## config.mk

```make
export PLATFORM = sky130hd
export DESIGN_NAME = fb_addr_gen
export DESIGN_NICKNAME = d
export VERILOG_FILES = /design/src/rtl/fb_pkg.sv /design/src/rtl/fb_shadow.sv /design/src/rtl/fb_scan.sv /design/src/rtl/fb_addr_gen.sv
export SDC_FILE = /design/constraint.sdc
export NUM_CORES = 1
export LEC_CHECK = 0
export BUFFER_PORTS_ARGS = -buffer_cell sky130_fd_sc_hd__buf_2
export CORE_UTILIZATION = 50
export DETAILED_ROUTE_END_ITERATION = 8
export HOLD_SLACK_MARGIN = 0.02
export PLACE_DENSITY = 0.7
export SYNTH_ARGS = -nofsm -noshare
export SYNTH_HDL_FRONTEND = slang
export SYNTH_SLANG_ARGS = --single-unit
```

## constraint.sdc

```tcl
create_clock -name clk -period 8.3 [get_ports clk]
set_input_delay 1.245 -clock clk [delete_from_list [all_inputs] [get_ports clk]]
set_output_delay 1.245 -clock clk [all_outputs]
set_load 0.03 [all_outputs]
```

## src/rtl/fb_pkg.sv

```systemverilog
package fb_pkg;
    typedef enum logic [1:0] {
        S_LOAD  = 2'd0,
        S_UPPER = 2'd1,
        S_LOWER = 2'd2
    } scan_st_t;
endpackage

```

## src/rtl/fb_shadow.sv

```systemverilog
module fb_shadow #(
    parameter int AW = 32
) (
    input  logic          clk,
    input  logic          rst_n,
    input  logic          we_upper,
    input  logic [AW-1:0] wdata_upper,
    input  logic          we_lower,
    input  logic [AW-1:0] wdata_lower,
    input  logic          upd_set,
    input  logic          commit,
    output logic [AW-1:0] base_upper,
    output logic [AW-1:0] base_lower,
    output logic [AW-1:0] load_upper,
    output logic [AW-1:0] load_lower,
    output logic          upd_pending
);
    logic [AW-1:0] sh_upper, sh_lower;

    always_ff @(posedge clk) begin
        if (!rst_n) begin
            sh_upper    <= '0;
            sh_lower    <= '0;
            base_upper  <= '0;
            base_lower  <= '0;
            upd_pending <= 1'b0;
        end else begin
            if (we_upper) sh_upper <= {wdata_upper[AW-1:2], 2'b00};
            if (we_lower) sh_lower <= {wdata_lower[AW-1:2], 2'b00};
            if (commit && upd_pending) begin
                base_upper <= sh_upper;
                base_lower <= sh_lower;
            end
            if (upd_set)                     upd_pending <= 1'b1;
            else if (commit)                 upd_pending <= 1'b0;
        end
    end

    // bases the scanner starts from when this cycle commits
    always_comb begin
        load_upper = upd_pending ? sh_upper : base_upper;
        load_lower = upd_pending ? sh_lower : base_lower;
    end

    AST_BASE_HOLD: assert property (@(posedge clk) disable iff (!rst_n)
        !commit |=> ($stable(base_upper) && $stable(base_lower)));
    AST_PEND_CLEAR: assert property (@(posedge clk) disable iff (!rst_n)
        (commit && !upd_set) |=> !upd_pending);
    AST_SET_KEEPS: assert property (@(posedge clk) disable iff (!rst_n)
        upd_set |=> upd_pending);
endmodule

```

## src/rtl/fb_scan.sv

```systemverilog
module fb_scan
    import fb_pkg::*;
#(
    parameter int AW = 32,
    parameter int CW = 16,
    parameter int PW = 5
) (
    input  logic          clk,
    input  logic          rst_n,
    input  logic [AW-1:0] load_upper,
    input  logic [AW-1:0] load_lower,
    input  logic          cfg_dual,
    input  logic [CW-1:0] cfg_words_m1,
    input  logic [CW-1:0] cfg_lines_m1,
    input  logic [AW-1:0] cfg_stride,
    input  logic [PW-1:0] cfg_pix_off,
    input  logic          ready,
    output logic          valid,
    output logic [AW-1:0] addr,
    output logic          line_first,
    output logic          lower,
    output logic [PW-1:0] pix_off,
    output logic          eof,
    output logic          commit
);
    localparam logic [AW-1:0] WORD_BYTES = AW'(4);

    scan_st_t      state, state_nxt;
    logic [AW-1:0] cur, up_ln, lo_ln, g_stride;
    logic [CW-1:0] wcnt, lcnt, g_words, g_lines;
    logic [PW-1:0] g_pix;
    logic          g_dual;
    logic          hs, line_end, frame_end;

    always_comb begin
        hs        = (state != S_LOAD) && ready;
        line_end  = hs && (wcnt == g_words);
        frame_end = line_end && (lcnt == g_lines) &&
                    ((state == S_LOWER) || !g_dual);
    end

    // state register
    always_ff @(posedge clk) begin
        if (!rst_n) state <= S_LOAD;
        else        state <= state_nxt;
    end

    always_comb begin
        state_nxt = state;
        unique case (state)
            S_LOAD:  state_nxt = S_UPPER;
            S_UPPER: if (line_end) begin
                         if (g_dual)         state_nxt = S_LOWER;
                         else if (frame_end) state_nxt = S_LOAD;
                     end
            S_LOWER: if (line_end)
                         state_nxt = frame_end ? S_LOAD : S_UPPER;
            default: state_nxt = S_LOAD;
        endcase
    end

    // address datapath
    always_ff @(posedge clk) begin
        if (!rst_n) begin
            cur <= '0; up_ln <= '0; lo_ln <= '0; g_stride <= '0;
            wcnt <= '0; lcnt <= '0; g_words <= '0; g_lines <= '0;
            g_pix <= '0; g_dual <= 1'b0; eof <= 1'b0;
        end else begin
            eof <= frame_end;
            if (state == S_LOAD) begin
                cur      <= load_upper;
                up_ln    <= load_upper;
                lo_ln    <= load_lower;
                wcnt     <= '0;
                lcnt     <= '0;
                g_words  <= cfg_words_m1;
                g_lines  <= cfg_lines_m1;
                g_stride <= {cfg_stride[AW-1:2], 2'b00};
                g_pix    <= cfg_pix_off;
                g_dual   <= cfg_dual;
            end else if (hs) begin
                if (!line_end) begin
                    cur  <= cur + WORD_BYTES;
                    wcnt <= wcnt + 1'b1;
                end else begin
                    wcnt <= '0;
                    if (state == S_UPPER && g_dual) begin
                        cur <= lo_ln;
                    end else begin
                        up_ln <= up_ln + g_stride;
                        lo_ln <= lo_ln + g_stride;
                        cur   <= up_ln + g_stride;
                        lcnt  <= lcnt + 1'b1;
                    end
                end
            end
        end
    end

    // outputs
    always_comb begin
        commit     = (state == S_LOAD);
        valid      = (state != S_LOAD);
        addr       = cur;
        lower      = (state == S_LOWER);
        line_first = valid && (wcnt == '0);
        pix_off    = line_first ? g_pix : '0;
    end

    AST_ADDR_HOLD: assert property (@(posedge clk) disable iff (!rst_n)
        (valid && !ready) |=> (valid && $stable(addr)));
    AST_WORD_ALIGN: assert property (@(posedge clk) disable iff (!rst_n)
        valid |-> (addr[1:0] == 2'b00));
    AST_EOF_PULSE: assert property (@(posedge clk) disable iff (!rst_n)
        eof |=> !eof);
    AST_EOF_RESTART: assert property (@(posedge clk) disable iff (!rst_n)
        eof |=> (valid && line_first && !lower));
endmodule

```

## src/rtl/fb_addr_gen.sv

```systemverilog
module fb_addr_gen #(
    parameter int AW = 32,
    parameter int CW = 16,
    parameter int PW = 5
) (
    input  logic          clk,
    input  logic          rst_n,
    input  logic          host_we_upper,
    input  logic [AW-1:0] host_upper_base,
    input  logic          host_we_lower,
    input  logic [AW-1:0] host_lower_base,
    input  logic          host_validate,
    input  logic          cfg_dual,
    input  logic [CW-1:0] cfg_words_m1,
    input  logic [CW-1:0] cfg_lines_m1,
    input  logic [AW-1:0] cfg_stride,
    input  logic [PW-1:0] cfg_pix_off,
    input  logic          rd_ready,
    output logic          rd_valid,
    output logic [AW-1:0] rd_addr,
    output logic          rd_line_first,
    output logic          rd_lower,
    output logic [PW-1:0] rd_pix_off,
    output logic          frame_eof,
    output logic          upd_pending
);
    logic [AW-1:0] base_upper, base_lower, load_upper, load_lower;
    logic          commit;

    fb_shadow #(.AW(AW)) u_shadow (
        .clk         (clk),
        .rst_n       (rst_n),
        .we_upper    (host_we_upper),
        .wdata_upper (host_upper_base),
        .we_lower    (host_we_lower),
        .wdata_lower (host_lower_base),
        .upd_set     (host_validate),
        .commit      (commit),
        .base_upper  (base_upper),
        .base_lower  (base_lower),
        .load_upper  (load_upper),
        .load_lower  (load_lower),
        .upd_pending (upd_pending)
    );

    fb_scan #(.AW(AW), .CW(CW), .PW(PW)) u_scan (
        .clk          (clk),
        .rst_n        (rst_n),
        .load_upper   (load_upper),
        .load_lower   (load_lower),
        .cfg_dual     (cfg_dual),
        .cfg_words_m1 (cfg_words_m1),
        .cfg_lines_m1 (cfg_lines_m1),
        .cfg_stride   (cfg_stride),
        .cfg_pix_off  (cfg_pix_off),
        .ready        (rd_ready),
        .valid        (rd_valid),
        .addr         (rd_addr),
        .line_first   (rd_line_first),
        .lower        (rd_lower),
        .pix_off      (rd_pix_off),
        .eof          (frame_eof),
        .commit       (commit)
    );

    AST_RESTART_BASE: assert property (@(posedge clk) disable iff (!rst_n)
        frame_eof |=> (rd_addr == base_upper));
endmodule

```

== Word level (Yosys, flattened, before mapping) ==
Cells that the tools add are included.
Word-level totals
  register bits after elaboration: 320
  input bits: 140
  output and inout port bits: 42
  logic and storage cells: 75
Operators by class
  add/subtract/negate cells: 5
  equality and inequality tests: 8
  mux-type cells: 24
  bitwise operators: 2
  reductions and logical operators: 19
Operators with widths (number)
  32-bit two-way mux: 14
  32-bit adder: 2
  16-bit by 1-bit adder with 16-bit output, second input constant: 2
  32-bit by 3-bit adder with 32-bit output, second input constant: 1
  16-bit == test: 2
  16-bit logical NOT: 1
  16-bit two-way mux: 1
  3-bit AND reduction: 3
  2-bit two-way mux: 4
  2-bit nonzero test: 4
  1-bit logical AND: 7
  2-bit one-hot mux with 3 select lines: 1
  5-bit two-way mux: 1
  2-bit by 1-bit inequality test with 1-bit output, second input constant: 2
  1-bit two-way mux: 3
  3-bit by 1-bit inequality test with 1-bit output, second input constant: 1
  2-bit by 1-bit == test with 1-bit output, second input constant: 1
  2-bit == test, second input constant: 1
  2-bit logical NOT: 1
  2-bit inequality test, second input constant: 1
  1-bit inverter: 2
  2-bit OR reduction: 1
  1-bit logical NOT: 1
  1-bit logical OR: 1

== Longest topological paths before layout ==
Gate-level depths: netlist of the first run.
  word-level depth: 9
  depth in mapped cells: 10
  mapped depth without buffers: 10

== Cells and area by module ==
A second synthesis of the first run with hierarchy kept.
Unflattened totals
  cells, all modules: 2155
  area, all modules: 17601.9 um^2
By module, submodules not included
  fb_scan: times used 1, cells each 1607, area an instance 12121.6 um^2, seq. area each 3983.8 um^2
  fb_shadow: times used 1, cells each 548, area an instance 5480.3 um^2, seq. area each 2422.3 um^2

== Worst setup path before layout of the first run ==
OpenSTA, ideal clock, no wires.
  path type: reg2out
  from: register u_scan.state[1]
  to: output port rd_pix_off[0]
  arrival time: 2.561 ns
  setup slack: 4.494 ns
  stages on the path, launching flop included: 7
  path buffers: 1
  cells stage by stage: dfxtp_1 -> nor2_1 -> inv_1 -> buf_2 -> nand4_1 -> nor4b_1 -> and2_1
On the way
  word-level cells in the longest chain between the ends: 3
RTL lines
  start, declared: RTL line fb_scan.sv:28  | scan_st_t state, state_nxt;
  start signal, assigned: RTL line fb_scan.sv:45  | else state <= state_nxt;
  2-bit nonzero test: RTL line fb_scan.sv:103  | valid = (state != S_LOAD);
  1-bit logical AND: RTL line fb_scan.sv:106  | line_first = valid && (wcnt == '0);
  via rd_line_first: RTL line fb_addr_gen.sv:21  | output logic rd_line_first,
  5-bit two-way mux: RTL line fb_scan.sv:107  | pix_off = line_first ? g_pix : '0;
  end, declared: RTL line fb_addr_gen.sv:23  | output logic [PW-1:0] rd_pix_off,
The timed path passes the listed nets, and every way through them passes these cells.

== Worst setup path after layout of the first run ==
  from: register u_scan.state[1]
  to: output port rd_pix_off[0]
On the way
  word-level cells in the longest chain between the ends: 3
RTL lines (RTL line)
  2-bit nonzero test: fb_scan.sv:103
  1-bit logical AND: fb_scan.sv:106
  5-bit two-way mux: fb_scan.sv:107
Every way passes these cells.

==> results of run 1 <==
-- area by class of cell --
class	instances	area share [%]
clock buffers	57	5.81
repair buffers	191	5.16
inverters	22	0.466
multi-input cells	1678	52.5
well taps	448	2.90
flip-flops and latches	315	32.7
clock inverters	8	0.453
-- synthesized netlist by cell type (all sizes together) (7+ instances only) --
cell type and count:
nand3 62, a21o 32, xnor2 66, a211oi 30, nor4 16, mux2i 116
dfxtp 315, inv 21, o22ai 7, nor2b 14, nor2 216, or3 11
clkbuf 97, o21ai 88, and3 13, buf 37, nand4 28, nor3 31
nand2 392, a21oi 254, and2 13, o21a 14, xor2 52, a221oi 18
nand2b 9, o211ai 31, mux2 7, ha 62, a31oi 14
-- routing by layer --
layer / up-vias / global-route usage, % / share of wire (%)
met4: 0 / 15.8 / 5.3
met1: 7535 / 37.0 / 43
li1: 7764 / - / -
met2: 565 / 46.3 / 45
met5: - / 0 / 0
met3: 110 / 3.35 / 6.2
-- registers in the layout, indices dropped and copies added, names as in the netlist, 30 cells and up --
name and count:
u_scan.up_ln 30, u_scan.addr 31, u_scan.g_stride 30, u_shadow.base_upper 30, u_shadow.base_lower 30, u_shadow.sh_upper 30
u_shadow.sh_lower 30, u_scan.lo_ln 30
-- power groups by stage --
| stage | logic (mW) | clock network, mW | registers (mW) |
|---|---|---|---|
| floorplan | 0.373 | 0 | 1.68 |
| global placement | 0.517 | 0 | 1.69 |
| detailed placement | 0.528 | 0 | 1.69 |
| CTS | 0.532 | 1.63 | 1.66 |
| global route | 0.588 | 1.69 | 1.67 |
| finish | 0.536 | 1.61 | 1.66 |
-- worst max-delay path, cell delays in order (launching register included) --
cell and delay, ns:
dfxtp_1 0.47, nor2_4 0.20, inv_4 0.44, nand4_1 0.15
nor4b_1 0.76, and2_1 0.22, buf_2 0.19
-- final timing paths --
check / startpoint / end / slack (ns) / cells after the start
hold reg to reg: u_scan.g_pix[2] / u_scan.g_pix[2] / 0.45 / 2
hold / removal: u_scan.g_pix[2] / u_scan.g_pix[2] / 0.45 / 2
setup reg to reg: u_scan.state[1] / u_scan.wcnt[14] / 4.68 / 10
setup / recovery: u_scan.state[1] / rd_pix_off[0] / 4.06 / 6
-- cell families after synthesis --
| logic type | count (synthesis) |
|---|---|
| and+or+nand+nor | 821 |
| AOI/OAI and AO/OA | 552 |
| DFF | 315 |
| buffers and inverters | 156 |
| muxes | 123 |
| xor gates and xnor gates | 118 |
| adders and majority gates | 64 |
-- stage by stage --
stage / power [mW] / area, um^2 / cells / hold WS, ns / setup WS (ns)
global placement: 2.20 / 18100 / 2654 / 0.436 / 4.11
detailed placement: 2.22 / 18100 / 2654 / 0.442 / 4.04
CTS: 3.82 / 19300 / 2719 / 0.450 / 4.04
global route: 3.95 / 19300 / 2719 / 0.472 / 3.82
floorplan: 2.05 / 17000 / 2149 / 0.432 / 4.49
finish: 3.80 / 19300 / 2719 / 0.449 / 4.06
-- cells in the final DEF, fill, tap and decap left out, types with 9 or more instances in the layout --
cell / synthesis / final
mux2i_1: 116 / 116
a21oi_1: 252 / 252
or3_1: 10 / 10
inv_1: 21 / 20
dfxtp_1: 315 / 314
o21ai_0: 80 / 80
nor2b_1: 14 / 14
nor4_1: 14 / 14
and2_1: 13 / 12
nand4_1: 28 / 28
o21a_1: 14 / 14
clkbuf_8: 0 / 10
a221oi_1: 17 / 17
nand2b_1: 9 / 9
o211ai_1: 30 / 30
and3_1: 13 / 13
buf_4: 1 / 16
xor2_1: 52 / 52
nor3_1: 30 / 30
a31oi_1: 13 / 13
buf_2: 18 / 175
nand2_1: 391 / 390
nor2_1: 214 / 213
nand3_1: 62 / 62
a21o_1: 32 / 32
a211oi_1: 27 / 27
clkbuf_1: 97 / 9
ha_1: 62 / 62
xnor2_1: 66 / 66
clkbuf_16: 0 / 38
==> impl_metrics.toml, run 1 <==
[detailed_routing]
drtAntennaViolNets = 0
via_per_inst = 5.87
vias = 16000
wl_per_cell_um = 18.6
initialDrtViolationCount = 1192
drc = 0
firstDrtPassIters = 7
drt-total-wl_um = 50700

[logic_synthesis]
syn_area_per_cell_um2 = 7.93
synthCells = 2149
synthAdderAreaFrac_pct = 4.79
synth_xor_area_share_pct = 6.06
synth_ff_type = "dfxtp_1"
synth_seq_cells = 315
synth.distinct_cells = 87
synth_top_family_by_area = "simple AND/OR/NAND/NOR gates"
synth_top_area_share_pct = 37.0
syn_area_mm2 = 0.0170
synth_nets = 2353
yosys-top-cells-area = "dfxtp_1, nand2_1, a21oi_1"
synth_edf_count = 0
yosys.area_share.simple_pct = 21.0
async_flop_share_pct = 0
yosysTopAreaCell = "dfxtp_1"
synth_mux_area_share_pct = 7.30
synth_warnings = 0
synth-compound-area-share_pct = 20.2
yosysSeqAreaShare_pct = 37.0

[worst_setup_path]
required_ns = 7.05
arrival_ns = 2.99
worst_setup_path_start_kind = "register"
worstSetupPathType = "reg -> out"
worstPathMaxFanout = 45
endpoint_kind = "primary output"

[pwr]
p_comb_share_pct = 14.1
pwr-share-clk_pct = 42.3
power_density_mw_per_mm2 = 197
seqPwrFrac_pct = 43.6
leakage_nw = 8.09
switchingPower_mw = 1.06
swShare_pct = 27.7
ir_worst_vdd_mv = 0.163
cellInternalPower_mw = 2.75

[global_route]
grt_pass1_wl_um = 80500
overflow = 0
antenna_found_initial = 0
grt_pass1_vias = 15000
grt_max_degree = 105
grt_util_all_layers_pct = 28.6

[cts]
hold_buffers = 0
clock-sinks = 315
numCtsBuffers = 36
cts-root-buf = "clkbuf_16"
cts_resized = 0
clockBufferDepth = 3
postCtsSetupRepairBufs = 0
htreeDepth = 2
tritoncts = "built"
clk_latency_ns = 0.54
clkTransAtPathRegs_ns = 0.06

[floorplan]
num_rows = 67
initial_core_util_pct = 50.8
die_y_um = 187
die-area_mm2 = 0.0348
core_area_mm2 = 0.0335
die_w_um = 187
num_io_pins = 182

[timing]
tightest_slew_ns = 1.17
setup_viol = 0
clock_skew_ns = 0.0242
finalCritPeriodShare_pct = 51.0
slew_headroom_pct = 21.5
hold_viol_final = 0
rsz0062_at_grt = "no"
maxSlewViolCount = 0
timing.fmax_ghz = 0.236
period_minus_slack_ns = 4.24
fin_setup_tns_ns = 0

[min_path]
hp-class = "reg -> reg"

[finish]
nFillCells = 3087
multi_input_area_mm2 = 0.0101
antenna_cells = 0
area_delta_synth_final_pct = 13.3
utilization_pct = 57.6
drive_gt1_share_pct = 12.5
seqCellArea_mm2 = 0.00631
final_nets = 2448

[place]
place.gp.congestion = 0.955
dpl.hpwl_um = 35900
portBuffers = 175

[run_status]
outcome = "complete, no violations"

[flow_run]
drv_cap = 0
(Power assumes the default switching activity.)
==> inputs of run 2 (changes only) <==
==> constraint.sdc (replaced) <==
create_clock -name clk -period 4 [get_ports clk]
set_input_delay 0.6 -clock clk [delete_from_list [all_inputs] [get_ports clk]]
set_output_delay 0.6 -clock clk [all_outputs]
set_load 0.03 [all_outputs]
==> run 2 against run 1 <==
Against the previous run: global-route usage rose by 0.36 points; register-to-register slack got worse by 4.0 ns; hold slack got worse by 0.15 ns; combinational power rose by 110%; largest cell class unchanged; highest routed layer unchanged.
==> impl_metrics.toml, run 2 (same netlist as run 1, synthesis figures left out) <==
[run_status]
outcome = "complete, no violations"

[place]
dpl.hpwl_um = 36600
portBuffers = 175
pre_cts_slack_ns = 0.758
place.gp.congestion = 0.948

[finish]
seqCellArea_mm2 = 0.00631
utilization_pct = 58.1
area_delta_synth_final_pct = 14.4
largest_reg_flops = 31
nFillCells = 3115
final_nets = 2465
antenna_cells = 0
drive_gt1_share_pct = 13.2
final_cell_mix = "nand2_1, dfxtp_1, a21oi_1"
multi_input_area_mm2 = 0.0101
final_common_cell = "nand2_1"

[worst_setup_path]
arrival_ns = 3.71
endpoint_kind = "register"
cp_top_family = "compound AO/OA/AOI/OAI gates"
worstSetupPathType = "reg -> reg"
cp_slowest_cell = "o41ai_2"
reg2reg_slack_ns = 0.72
critical-path-max-stage-delay_ns = 0.50
timing.rr.end = "u_scan.addr[28]"
critical_path_buf_inv_count = 0
worstPathCellList = "ha_1, fa_1, a211oi_2, nor3_1, o41ai_2, a21oi_1, o21ai_2, o2111a_1, o22ai_1, a41o_1"
required_ns = 4.42
r2r_start = "u_scan.g_stride[2]"
worst_setup_path_start_kind = "register"
worstPathMaxFanout = 4
rr_worst_depth = 10

[cts]
clockBufferDepth = 3
postCtsSetupRepairBufs = 0
tritoncts = "built"
cts-root-buf = "clkbuf_16"
hold_buffers = 0
clk_latency_ns = 0.53
htreeDepth = 2
numCtsBuffers = 37
clock-sinks = 315
clkTransAtPathRegs_ns = 0.06
cts_resized = 0

[detailed_routing]
via_per_inst = 5.84
drt-total-wl_um = 51400
initialDrtViolationCount = 1136
drtAntennaViolNets = 0
drc = 0
vias = 16000
firstDrtPassIters = 5
wl_per_cell_um = 18.8

[min_path]
hold_start = "cfg_stride[26]"
hold_depth = 3
hp-class = "in -> reg"
whs_endpoint = "u_scan.g_stride[26]"

[global_route]
met3_usage_pct = 3.67
grt_busiest_layer = "met2"
grt_util_all_layers_pct = 28.9
grt_pass1_vias = 15000
gr-usage-met2_pct = 47.6
grt_pass1_wl_um = 81200
overflow = 0
met1_usage_pct = 37.5
antenna_found_initial = 0
grt_max_degree = 149

[timing]
slew_headroom_pct = 27.3
timing.fmax_ghz = 0.304
maxSlewViolCount = 0
clock_skew_ns = 0.0137
rsz0062_at_grt = "no"
hold_viol_final = 0
setup_viol = 0
setup_slack_ns = 0.715
fin_setup_tns_ns = 0
finalCritPeriodShare_pct = 82.1
tightest_slew_ns = 1.08
period_minus_slack_ns = 3.28

[floorplan]
num_rows = 67
initial_core_util_pct = 50.8
die-area_mm2 = 0.0348
die_y_um = 187
num_io_pins = 182
core_area_mm2 = 0.0335
die_w_um = 187

[pwr]
leakage_nw = 8.20
ir_worst_vdd_mv = 0.406
power_density_mw_per_mm2 = 410

[flow_run]
drv_cap = 0
run 2: stage by stage:
stage / instances / area [um^2] / power [mW] / hold WS, ns
after floorplan: 2149 / 17000 / 4.26 / 0.432
after global placement: 2670 / 18300 / 4.60 / 0.437
after detailed placement: 2670 / 18300 / 4.62 / 0.443
after CTS: 2734 / 19500 / 8.04 / 0.286
after global routing: 2734 / 19500 / 8.29 / 0.302
final: 2734 / 19500 / 8.00 / 0.302
run 2: layer usage:
| metal | up-vias | share of wire [%] |
|---|---|---|
| li1 | 7799 | - |
| met1 | 7533 | 43 |
| met2 | 547 | 46 |
| met3 | 100 | 5.8 |
| met4 | 0 | 4.5 |
| met5 | - | 0 |
run 2: final cells by class:
| class | count | share of cell area (%) |
|---|---|---|
| clock buffer | 51 | 5.33 |
| clock inverter | 13 | 0.912 |
| inverter | 22 | 0.462 |
| multi-input combinational | 1678 | 52.1 |
| sequential | 315 | 32.4 |
| tap | 448 | 2.88 |
| timing repair buffer | 207 | 5.98 |
run 2: worst min-delay path, cell delays in order:
cell     delay [ns]
buf_2          0.09
nand2_1        0.04
a21oi_1        0.05
run 2: worst max path at each step:
stage,startpoint,to,slack (ns),cells past startpoint
final,u_scan.g_stride[2],u_scan.addr[28],0.72,10
after CTS,u_scan.state[1],rd_pix_off[0],0.72,6
after global routing,u_scan.state[1],rd_pix_off[1],0.46,6
after global placement,u_scan.g_stride[2],u_scan.addr[28],0.80,10
after detailed placement,u_scan.g_stride[2],u_scan.addr[28],0.76,10
after floorplan,u_scan.state[1],rd_pix_off[0],0.84,6
run 2: power breakdown:
part / switching [mW] / total [mW] / internal [mW]
Combinational: 0.700 / 1.13 / 0.431
Clock: 1.34 / 3.42 / 2.07
Sequential: 0.158 / 3.45 / 3.29
